--- config.mk ---
export PLATFORM = sky130hd
export DESIGN_NAME = ddp_unit
export DESIGN_NICKNAME = d
export VERILOG_FILES = /design/src/rtl/ddp_pkg.sv /design/src/rtl/ddp_ptr.sv /design/src/rtl/ddp_ctl.sv /design/src/rtl/ddp_unit.sv
export SDC_FILE = /design/constraint.sdc
export NUM_CORES = 1
export LEC_CHECK = 0
export BUFFER_PORTS_ARGS = -buffer_cell sky130_fd_sc_hd__buf_2
export CAP_MARGIN = 20
export CORE_MARGIN = 2
export CORE_UTILIZATION = 40
export DETAILED_ROUTE_END_ITERATION = 8
export HOLD_SLACK_MARGIN = 0.15
export MAX_ROUTING_LAYER = met4
export PLACE_DENSITY = 0.65
export SLEW_MARGIN = 20
export SYNTH_ARGS = -nofsm -noshare
export SYNTH_HDL_FRONTEND = slang
export SYNTH_SLANG_ARGS = --single-unit
--- constraint.sdc ---
create_clock -name clk -period 4.3 [get_ports clk]
set_clock_uncertainty 0.15 [all_clocks]
set_input_delay 0 -clock clk [delete_from_list [all_inputs] [get_ports clk]]
set_output_delay 0 -clock clk [all_outputs]
set_load 0.01 [all_outputs]
--- src/rtl/ddp_pkg.sv ---
package ddp_pkg;

   // control register bit positions
   localparam int SEL_BIT  = 0;
   localparam int AUTO_BIT = 4;
   localparam int TGL_BIT  = 5;
   localparam int DIR0_BIT = 6;
   localparam int DIR1_BIT = 7;

   localparam logic [2:0] RSVD_VAL = 3'b010;
   localparam int         NPTR     = 2;

   typedef enum logic [1:0] {
      OP_HOLD = 2'd0,
      OP_LOAD = 2'd1,
      OP_STEP = 2'd2
   } ptr_op_e;

   typedef struct packed {
      logic dir1;
      logic dir0;
      logic tgl;
      logic auto_en;
      logic sel;
   } ctl_fields_t;

endpackage

--- src/rtl/ddp_ptr.sv ---
module ddp_ptr
   import ddp_pkg::*;
#(
   parameter int PTR_W = 16
) (
   input  logic                   clk,
   input  logic                   rst_n,
   input  logic [PTR_W/8-1:0]     byte_we,
   input  logic [7:0]             wr_data,
   input  ptr_op_e                op,
   input  logic                   step_down,
   input  logic [PTR_W-1:0]       load_val,
   output logic [PTR_W-1:0]       value_o
);

   localparam int NBYTE = PTR_W / 8;
   localparam logic [PTR_W-1:0] ONE = {{(PTR_W-1){1'b0}}, 1'b1};

   logic [PTR_W-1:0] cur_q;
   logic [PTR_W-1:0] patched;
   logic [PTR_W-1:0] stepped;
   logic [PTR_W-1:0] nxt;

   genvar b;
   generate
      for (b = 0; b < NBYTE; b++) begin : g_byte
         assign patched[8*b +: 8] = byte_we[b] ? wr_data : cur_q[8*b +: 8];
      end
   endgenerate

   assign stepped = step_down ? (cur_q - ONE) : (cur_q + ONE);

   always_comb begin
      if (|byte_we) begin
         nxt = patched;
      end else begin
         unique case (op)
            OP_LOAD: nxt = load_val;
            OP_STEP: nxt = stepped;
            default: nxt = cur_q;
         endcase
      end
   end

   always_ff @(posedge clk or negedge rst_n) begin
      if (!rst_n) cur_q <= '0;
      else        cur_q <= nxt;
   end

   assign value_o = cur_q;

endmodule

--- src/rtl/ddp_ctl.sv ---
module ddp_ctl
   import ddp_pkg::*;
(
   input  logic        clk,
   input  logic        rst_n,
   input  logic        wr_en,
   input  ctl_fields_t wr_fields,
   input  logic        toggle_ev,
   output ctl_fields_t fields_o,
   output logic [7:0]  ctl_o
);

   ctl_fields_t f_q;

   always_ff @(posedge clk or negedge rst_n) begin
      if (!rst_n) begin
         f_q <= '0;
      end else if (wr_en) begin
         f_q <= wr_fields;
      end else if (f_q.tgl && toggle_ev) begin
         f_q.sel <= ~f_q.sel;
      end
   end

   always_comb begin
      ctl_o           = '0;
      ctl_o[DIR1_BIT] = f_q.dir1;
      ctl_o[DIR0_BIT] = f_q.dir0;
      ctl_o[TGL_BIT]  = f_q.tgl;
      ctl_o[AUTO_BIT] = f_q.auto_en;
      ctl_o[3:1]      = RSVD_VAL;
      ctl_o[SEL_BIT]  = f_q.sel;
   end

   assign fields_o = f_q;

endmodule

--- src/rtl/ddp_unit.sv ---
module ddp_unit
   import ddp_pkg::*;
#(
   parameter int PTR_W = 16
) (
   input  logic                 clk,
   input  logic                 rst_n,
   input  logic [PTR_W/8-1:0]   wr_ptr0_byte,
   input  logic [PTR_W/8-1:0]   wr_ptr1_byte,
   input  logic                 wr_ctl,
   input  logic [7:0]           wr_data,
   input  logic                 ev_inc,
   input  logic                 ev_load,
   input  logic                 ev_table,
   input  logic                 ev_xrd,
   input  logic                 ev_xwr,
   input  logic [PTR_W-1:0]     load_val,
   output logic [PTR_W-1:0]     addr_o,
   output logic [7:0]           ctl_o
);

   localparam int NBYTE = PTR_W / 8;

   generate
      if (PTR_W < 8 || (PTR_W % 8) != 0) begin : g_bad_width
         $error("ddp_unit: PTR_W must be a nonzero multiple of 8");
      end
   endgenerate

   ctl_fields_t fields;
   ctl_fields_t wr_fields;
   logic        access_ev;
   logic        any_ev;
   logic        step_req;

   logic [NBYTE-1:0] ptr_we  [NPTR];
   logic [PTR_W-1:0] ptr_val [NPTR];
   ptr_op_e          ptr_op  [NPTR];
   logic             ptr_dn  [NPTR];

   assign wr_fields = '{dir1:    wr_data[DIR1_BIT],
                        dir0:    wr_data[DIR0_BIT],
                        tgl:     wr_data[TGL_BIT],
                        auto_en: wr_data[AUTO_BIT],
                        sel:     wr_data[SEL_BIT]};

   assign access_ev = ev_table | ev_xrd | ev_xwr;
   assign any_ev    = access_ev | ev_inc | ev_load;
   assign step_req  = ev_inc | (fields.auto_en & access_ev);

   assign ptr_we[0] = wr_ptr0_byte;
   assign ptr_we[1] = wr_ptr1_byte;
   assign ptr_dn[0] = fields.dir0;
   assign ptr_dn[1] = fields.dir1;

   ddp_ctl ctl_i (
      .clk       (clk),
      .rst_n     (rst_n),
      .wr_en     (wr_ctl),
      .wr_fields (wr_fields),
      .toggle_ev (any_ev),
      .fields_o  (fields),
      .ctl_o     (ctl_o)
   );

   genvar p;
   generate
      for (p = 0; p < NPTR; p++) begin : g_ptr
         logic active;
         assign active = (fields.sel == p[0]);

         always_comb begin
            if (!active)       ptr_op[p] = OP_HOLD;
            else if (ev_load)  ptr_op[p] = OP_LOAD;
            else if (step_req) ptr_op[p] = OP_STEP;
            else               ptr_op[p] = OP_HOLD;
         end

         ddp_ptr #(.PTR_W(PTR_W)) ptr_i (
            .clk       (clk),
            .rst_n     (rst_n),
            .byte_we   (ptr_we[p]),
            .wr_data   (wr_data),
            .op        (ptr_op[p]),
            .step_down (ptr_dn[p]),
            .load_val  (load_val),
            .value_o   (ptr_val[p])
         );
      end
   endgenerate

   assign addr_o = fields.sel ? ptr_val[1] : ptr_val[0];

endmodule

==> run summary, run 1 <==
Status - finished clean
Reg clk slew, reported paths - 0.07 ns
Die Wd - 101 µm
Crit Path Max Fanout - 18
Initial Util - 41.1%
DRC - 0
Placed insts - 630
Combined area of the multi-input logic cells - 0.00271 mm²
CP endpoint kind - register
Synth top area share - 24.4%
CP Launch Type - register
Worst slew pin tran - 1.05 ns
Library cells used by synthesis - 63
Area post-placement - 0.00416 mm²
Drt wl/cell - 17.4 µm
Worst Hold Class - in -> reg
Count of final setup violators - 0
Design Area, Final - 0.00466 mm²
Worst path cell trace - fa_1 -> a211oi_1 -> o211ai_1 -> a41oi_1 -> o31ai_1 -> xnor2_1 -> a221oi_1 -> dlygate4sd3_1
Final GP Congestion - 0.892
Die Area - 0.0103 mm²
Setup bufs post-CTS - 0
Rel. slew slack - 30.0%
Routed Antenna Nets - 0
Tot Pwr - 1.67 mW
Arrival @ worst endpoint - 3.51 ns
Via density per instance - 5.88
Fmax - 290 MHz
Fin nets - 615
Total track usage - 23.8%
Site row count - 35
RSZ-0062 raised after global routing - no
Hpwl dp - 9110 µm
DR vias - 3986
# Max-Cap Violations - 0
TritonRoute pass-1 iters - 5
CTS tree - built
I/O pins - 60
Final WL - 11800 µm
I/O Buffers - 56
Clk Latency, worst-skew pair - 0.29 ns
Tmin final - 3.44 ns
H-Tree Depth - 2
Core ar. - 0.00924 mm²
Worst Path Buf+Inv - 1
Final Util - 50.4%
Finished Layout Cells - 678
P per Cell Area - 359 mW/mm²
Top cell type by total area after synthesis - dfrtp_1
Vias in the first global route - 3768
DR iter-0 viols - 264
Post-synthesis register bit count - 37
TritonCTS Sinks - 37
Top FF cell, synth - dfrtp_1
Slowest-stage cell, CP - dfrtp_1
Max Buffers Root-to-Sink - 2
Seq/Total Area, Yosys - 24.4%
Fillers - 897
Syn Inst Count - 465
Grt total ovfl - 0
Setup CP Type - reg -> reg
Chip height - 101 µm
Number of synthesized flops with an enable pin - 0
Leak - 2.06 nW
Seq. cell area - 926 µm²
Max-slew violations - 0
CTS Buf Count - 5
First-pass GRT wire length - 18800 µm
Layout cells sized above 1 - 18.0%
VDD IR max - 0.194 mV
Ranking of synthesized cells by area - dfrtp_1, ha_1, mux2_2
Mapped Avg Cell Area - 8.16 µm²
Setup TNS Final - 0 ns
Req. time, crit path - 4.37 ns
Final period util - 80.1%
Synth-to-layout area growth - 22.7%
Fin. Hold Viols - 0
Hold Buf Count CTS - 41
Ys async rst share - 100%
Syn. warnings - 0
CP peak stage delay - 0.64 ns
Crit-path leading delay family - compound AO/OA/AOI/OAI gates
Root buffer cell - clkbuf_8
Initial antenna violation count - 0
Synthesized area - 0.00379 mm²
Largest net degree at the start of global routing - 38
Post_cts resized - 0
Final antenna diode count - 0
-- cell type report --
class,count,share of cell area [%]
clock buffers,7,1.85
flip-flops and latches,37,19.9
multi-input cells,390,58.1
well taps,129,3.47
inverters,13,1.05
repair buffers,102,15.6
-- power breakdown --
part / switching (mW) / total, mW / internal, mW
logic: 0.499 / 0.935 / 0.436
registers: 0.0857 / 0.486 / 0.401
clock network: 0.122 / 0.250 / 0.127
-- logic make-up (layout without fill, tap and decap cells) --
family,after synthesis,in the layout,synth area share (%)
other,2,3,0.198
xor gates and xnor gates,22,22,5.08
and+or+nand+nor,120,120,14.5
AOI/OAI and AO/OA,189,189,33.6
adders and majority gates,30,30,10.3
buffers and inverters,39,122,4.39
muxes,26,26,7.55
DFF,37,37,24.4
-- cell usage after synthesis, types with 2 or more instances --
cell type	number
a2111o_1	3
a211o_1	2
a211oi_1	9
a21o_1	18
a21oi_1	41
a221oi_1	7
a222oi_1	2
a22o_1	4
a22oi_1	4
a311oi_1	4
a31oi_1	12
and3_1	4
and3b_1	2
buf_4	5
clkbuf_1	19
conb_1	2
dfrtp_1	37
fa_1	2
ha_1	28
inv_1	13
mux2_2	21
mux2i_1	5
nand2_1	43
nand3_1	9
nand4_1	2
nor2_1	40
nor2b_1	4
nor3_1	2
nor3b_1	2
o211ai_1	6
o21a_1	5
o21ai_0	36
o21bai_1	6
o22ai_1	7
o31a_1	3
o31ai_1	6
or2_2	4
xnor2_1	17
xor2_1	5
-- sequential cells by signal, indices dropped and copies added, names as in the netlist --
signal / cells
ctl_i.ctl_o: 5
g_ptr.ptr_i.value_o: 32
-- worst paths after layout --
path | start | to | slack [ns] | depth (start not counted)
setup reg to reg | ctl_i.ctl_o[7] | g_ptr[1].ptr_i.value_o[14] | 0.86 | 8
hold / removal | ev_inc | ctl_i.ctl_o[0] | 0.15 | 5
setup / recovery | ctl_i.ctl_o[7] | g_ptr[1].ptr_i.value_o[14] | 0.86 | 8
min in group asynchronous | rst_n | g_ptr[1].ptr_i.value_o[3] | 0.21 | 2
hold reg to reg | g_ptr[0].ptr_i.value_o[4] | g_ptr[0].ptr_i.value_o[4] | 0.40 | 2
max in group asynchronous | rst_n | g_ptr[0].ptr_i.value_o[9] | 3.23 | 2
-- per-layer routing --
layer  part of all wire, %  track usage [%]  vias up  wire length, µm
li1                      -                -     1922                -
met1                    46             32.0     1878             5400
met2                    46             38.4      168             5420
met3                   6.7             3.59       18              791
met4                   1.5             4.05        0              176
met5                     0                -        -                0
-- cells in the final DEF (no fill, tap or decap), types with 3 or more instances in the layout --
| master | instances |
|---|---|
| a2111o_1 | 3 |
| a211oi_1 | 9 |
| a21o_1 | 18 |
| a21oi_1 | 41 |
| a221oi_1 | 7 |
| a22o_1 | 4 |
| a22oi_1 | 4 |
| a311oi_1 | 4 |
| a31oi_1 | 12 |
| and3_1 | 4 |
| buf_2 | 56 |
| buf_4 | 5 |
| clkbuf_8 | 6 |
| conb_1 | 3 |
| dfrtp_1 | 37 |
| dlygate4sd3_1 | 41 |
| ha_1 | 28 |
| inv_1 | 13 |
| mux2_2 | 21 |
| mux2i_1 | 5 |
| nand2_1 | 43 |
| nand3_1 | 9 |
| nor2_1 | 40 |
| nor2b_1 | 4 |
| o211ai_1 | 6 |
| o21a_1 | 5 |
| o21ai_0 | 36 |
| o21bai_1 | 6 |
| o22ai_1 | 7 |
| o31a_1 | 3 |
| o31ai_1 | 6 |
| or2_2 | 4 |
| xnor2_1 | 17 |
| xor2_1 | 5 |
-- worst reg2reg max path: cells and delay by family, from the launching register on --
family,cells,cell delay [ns]
compound gates,5,1.33
flops,1,0.64
buf+inv,1,0.58
fa+ha+maj,1,0.55
xor+xnor,1,0.13
-- per-stage QoR --
| stage | hold slack (ns) | setup WS [ns] |
|---|---|---|
| finish | 0.145 | 0.856 |
| global route | 0.228 | 0.681 |
| CTS | 0.152 | 0.893 |
| detailed placement | 0.00260 | 1.18 |
| global placement | 0.0109 | 1.23 |
| floorplan | -0.446 | 1.49 |
Note: power is estimated with default switching activity, not from simulation.
==> run 2, diff against run 1 <==
- clock period: 4.3 -> 3.4 ns (I/O delays scaled with it)
==> run 2 against run 1 <==
Effect of this change: total power up 28%; routed wire length is 4.8% higher; utilization rose by 1.0 points; critical endpoint unchanged; clock power rose by 20%; critical path type unchanged; largest power group unchanged; global-route usage up 1.0 points; worst setup slack worse by 0.66 ns.
==> run summary, run 2 (synthesis results as in run 1) <==
Worst slew pin tran - 0.882 ns
Drt wl/cell - 17.9 µm
Max-slew violations - 0
Commonest cells after routing, fill and taps aside - buf_2, dlygate4sd3_1, nand2_1
WHS Endpoint - ctl_i.ctl_o[0]
Vias in the first global route - 3907
R2R depth - 9
I/O Buffers - 56
RR Startpoint - ctl_i.ctl_o[7]
CTS Buf Count - 5
Routed Antenna Nets - 0
Final period util - 94.1%
Clk Latency, worst-skew pair - 0.28 ns
Die Area - 0.0103 mm²
Largest net degree at the start of global routing - 38
Layout cells sized above 1 - 18.4%
Crit-path leading delay family - compound AO/OA/AOI/OAI gates
Final WL - 12300 µm
Hpwl dp - 9350 µm
Leak - 2.09 nW
First-pass GRT wire length - 19500 µm
Placed insts - 633
Seq. cell area - 926 µm²
HP Start - ev_inc
Die Wd - 101 µm
Design Area, Final - 0.00475 mm²
CP endpoint kind - register
Worst path cell trace - buf_4 -> ha_2 -> nand2_1 -> o21ai_0 -> a41oi_1 -> o31ai_1 -> xnor2_1 -> a221oi_1 -> dlygate4sd3_1
TritonCTS Sinks - 37
Via density per instance - 5.88
Synth-to-layout area growth - 25.2%
DRC - 0
Rel. slew slack - 41.2%
DR iter-0 viols - 375
Site row count - 35
Most common cell after layout, fill and taps aside - buf_2
Total track usage - 24.8%
Pre-CTS setup slack - 0.600 ns
Largest register FFs - 32
Critical Path Stages - 9
VDD IR max - 0.189 mV
TritonRoute pass-1 iters - 6
Status - finished clean
Fin. Hold Viols - 0
Initial Util - 41.1%
Area post-placement - 0.00418 mm²
Req. time, crit path - 3.47 ns
RSZ-0062 raised after global routing - no
Finished Layout Cells - 689
Tmin final - 3.20 ns
Worst r2r dst - g_ptr[1].ptr_i.value_o[14]
CTS tree - built
Setup CP Type - reg -> reg
# Max-Cap Violations - 0
DR vias - 4054
Count of final setup violators - 0
Final WS setup - 0.199 ns
Tot Pwr - 2.14 mW
Core ar. - 0.00924 mm²
Slowest-stage cell, CP - dlygate4sd3_1
Arrival @ worst endpoint - 3.27 ns
Fmax - 312 MHz
Chip height - 101 µm
CP peak stage delay - 0.58 ns
Grt total ovfl - 0
Fin nets - 625
Worst Hold Class - in -> reg
Reg clk slew, reported paths - 0.07 ns
P per Cell Area - 451 mW/mm²
H-Tree Depth - 2
Initial antenna violation count - 0
Setup TNS Final - 0 ns
Combined area of the multi-input logic cells - 0.00271 mm²
Flop-to-flop setup slack - 0.20 ns
I/O pins - 60
Final GP Congestion - 0.892
Fillers - 881
Final antenna diode count - 0
Hold Path Cell Cnt - 5
Max Buffers Root-to-Sink - 2
Worst Path Buf+Inv - 2
Root buffer cell - clkbuf_8
Crit Path Max Fanout - 12
CP Launch Type - register
run 2: cell count changes in the layout (fill, tap and decap cells not counted), sizes merged:
| cell | change |
|---|---|
| dlygate4sd3 | +7 |
| clkbuf | +1 |
| buf | +3 |
run 2: per-stage QoR:
step	util [%]	hold slack, ns
after floorplan	-	-0.446
after CTS	51.3	0.159
after global placement	45.3	0.00571
after detailed placement	45.3	0.00697
final	51.4	0.151
after global routing	51.4	0.215
run 2: area by class of cell:
type / count / share of cell area [%]
Multi-Input combinational cell: 390 / 57.1
Sequential cell: 37 / 19.5
Timing Repair Buffer: 112 / 17.3
Tap cell: 129 / 3.40
Clock buffer: 8 / 1.69
Inverter: 13 / 1.03
run 2: power breakdown:
group / total [mW] / switching [mW] / internal, mW
logic: 1.25 / 0.678 / 0.574
registers: 0.593 / 0.0853 / 0.507
clock network: 0.300 / 0.154 / 0.146
run 2: worst max path at each step:
stage / start / end
after global placement: ctl_i.ctl_o[6] / g_ptr[0].ptr_i.value_o[15]
after CTS: ctl_i.ctl_o[7] / g_ptr[1].ptr_i.value_o[14]
after detailed placement: ctl_i.ctl_o[6] / g_ptr[0].ptr_i.value_o[15]
after global routing: ctl_i.ctl_o[6] / g_ptr[0].ptr_i.value_o[13]
final: ctl_i.ctl_o[7] / g_ptr[1].ptr_i.value_o[14]
after floorplan: ctl_i.ctl_o[6] / g_ptr[0].ptr_i.value_o[15]
run 2: worst reg2reg max path: stages, from the launching register on:
cell and delay (ns):
dfrtp_1 0.51, buf_4 0.26, ha_2 0.42, nand2_1 0.06, o21ai_0 0.28, a41oi_1 0.23
o31ai_1 0.29, xnor2_1 0.11, a221oi_1 0.26, dlygate4sd3_1 0.58
run 2: repair_timing:
action / 4_1_cts / 5_1_grt
hold buffers: 48 / 0
gates resized for setup: 0 / 2
buffers inserted: 0 / 0
endpoints found under the hold margin: 73 / 0
endpoints found under the setup margin: 0 / 1
run 2: layer usage:
layer	vias up	GRT usage (%)	wire length, µm
met1	1924	33.0	5520
met3	24	3.66	833
met2	161	39.5	5670
li1	1945	-	-
met4	0	6.55	318
met5	-	-	0
==> run 3, diff against run 2 <==
- ABC_CLOCK_PERIOD_IN_PS: not set -> 3400
- PLACE_DENSITY: 0.65 -> 0.57
- TNS_END_PERCENT: not set -> 20
==> run 3 against run 2 <==
Effect of this change: combinational power is essentially flat; fmax grew 0.47%; sequential share of layout area decreased by 0.15 points; first-iteration DRC count down 23%; die area is the same; cell count grew 0.29%; design area grew 0.76%; critical path depth is the same; utilization increased by 0.39 points; critical endpoint unchanged.
==> run summary, run 3 (synthesis results as in run 1) <==
Final Util - 51.8%
Initial Util - 41.1%
Fin nets - 627
Req. time, crit path - 3.49 ns
CP endpoint kind - register
Pre-CTS setup slack - 0.606 ns
TritonCTS Sinks - 37
First-pass GRT wire length - 19800 µm
Largest register FFs - 32
Initial antenna violation count - 0
Worst hold slack - 0.205 ns
Fmax - 314 MHz
Worst Hold Class - in -> async
CTS tree - built
P per Cell Area - 454 mW/mm²
Vias in the first global route - 3756
Chip height - 101 µm
Final GP Congestion - 0.886
Die Wd - 101 µm
Tmin final - 3.19 ns
Layout cells sized above 1 - 19.0%
Clk Latency, worst-skew pair - 0.30 ns
Commonest cells after routing, fill and taps aside - buf_2, dlygate4sd3_1, nand2_1
Largest net degree at the start of global routing - 38
CP Launch Type - register
Most common cell after layout, fill and taps aside - buf_2
Hpwl dp - 9470 µm
I/O pins - 60
Grt total ovfl - 0
Max-slew violations - 0
CTS Buf Count - 5
Setup TNS Final - 0 ns
Tot Pwr - 2.17 mW
Reg clk slew, reported paths - 0.08 ns
Drt wl/cell - 18.4 µm
Slowest-stage cell, CP - dlygate4sd3_1
Root buffer cell - clkbuf_8
DRC - 0
Worst Path Buf+Inv - 2
Die Area - 0.0103 mm²
Routed Antenna Nets - 0
TritonRoute pass-1 iters - 4
Fillers - 897
VDD IR max - 0.185 mV
I/O Buffers - 56
Final period util - 93.7%
Count of final setup violators - 0
Final WS setup - 0.214 ns
Site row count - 35
DR vias - 4091
Via density per instance - 5.92
Crit Path Max Fanout - 11
DR iter-0 viols - 289
Crit-path leading delay family - compound AO/OA/AOI/OAI gates
# Max-Cap Violations - 0
Setup CP Type - reg -> reg
Final antenna diode count - 0
Total track usage - 25.7%
Arrival @ worst endpoint - 3.27 ns
Worst path cell trace - buf_4 -> ha_2 -> nand2_1 -> o21ai_0 -> a41oi_2 -> o31ai_1 -> xnor2_1 -> a221oi_1 -> dlygate4sd3_1
RSZ-0062 raised after global routing - no
Status - finished clean
Synth-to-layout area growth - 26.2%
Rel. slew slack - 39.9%
CP peak stage delay - 0.59 ns
Final WL - 12700 µm
Leak - 2.11 nW
Fin. Hold Viols - 0
Max Buffers Root-to-Sink - 2
H-Tree Depth - 2
Worst slew pin tran - 0.898 ns
Core ar. - 0.00924 mm²
Setup bufs post-CTS - 0
[run 3: worst paths after layout]
kind,startpoint,depth (start not counted),to,slack [ns]
worst max-delay path,ctl_i.ctl_o[7],9,g_ptr[1].ptr_i.value_o[14],0.21
worst min-delay path,rst_n,2,g_ptr[1].ptr_i.value_o[4],0.20
worst max register to register,ctl_i.ctl_o[7],9,g_ptr[1].ptr_i.value_o[14],0.21
worst min register to register,g_ptr[0].ptr_i.value_o[4],2,g_ptr[0].ptr_i.value_o[4],0.40
max in group asynchronous,rst_n,2,g_ptr[0].ptr_i.value_o[14],2.33
min in group clk,wr_ptr1_byte[1],5,g_ptr[1].ptr_i.value_o[9],0.20
[run 3: stage by stage]
stage	cell area, µm²	std cells
after floorplan	3800	466
after global placement	4180	633
after detailed placement	4180	633
after CTS	4760	691
after global routing	4790	691
final	4790	691
[run 3: power breakdown]
| group | switching (mW) | internal [mW] | total [mW] | leakage, nW |
|---|---|---|---|---|
| registers | 0.0903 | 0.507 | 0.598 | 0.434 |
| clock network | 0.174 | 0.142 | 0.316 | 0.0450 |
| logic | 0.679 | 0.578 | 1.26 | 1.63 |
[run 3: cell type report]
cell class	instances	area, µm²	area share, %
clock buffers	6	72.6	1.52
clock inverters	2	10.0	0.209
inverters	13	48.8	1.02
multi-input cells	390	2730	57.0
flip-flops and latches	37	926	19.3
well taps	129	161	3.37
repair buffers	114	841	17.6
[run 3: timing repair]
item | in CTS | in global routing
resized for setup | 0 | 4
hold buffers | 50 | 0
endpoints found under the hold margin | 73 | 0
setup endpoints to repair | 0 | 2
[run 3: routing by layer]
| layer | track usage, % | vias up | wire, µm |
|---|---|---|---|
| li1 | - | 1944 | - |
| met4 | 7.28 | 0 | 299 |
| met3 | 2.83 | 30 | 809 |
| met5 | - | - | 0 |
| met1 | 36.1 | 1937 | 5870 |
| met2 | 39.1 | 180 | 5750 |
[run 3: worst reg2reg max path: stages (launching register included)]
cell	delay (ns)
dfrtp_1	0.49
buf_4	0.23
ha_2	0.41
nand2_1	0.06
o21ai_0	0.31
a41oi_2	0.20
o31ai_1	0.28
xnor2_1	0.11
a221oi_1	0.29
dlygate4sd3_1	0.59
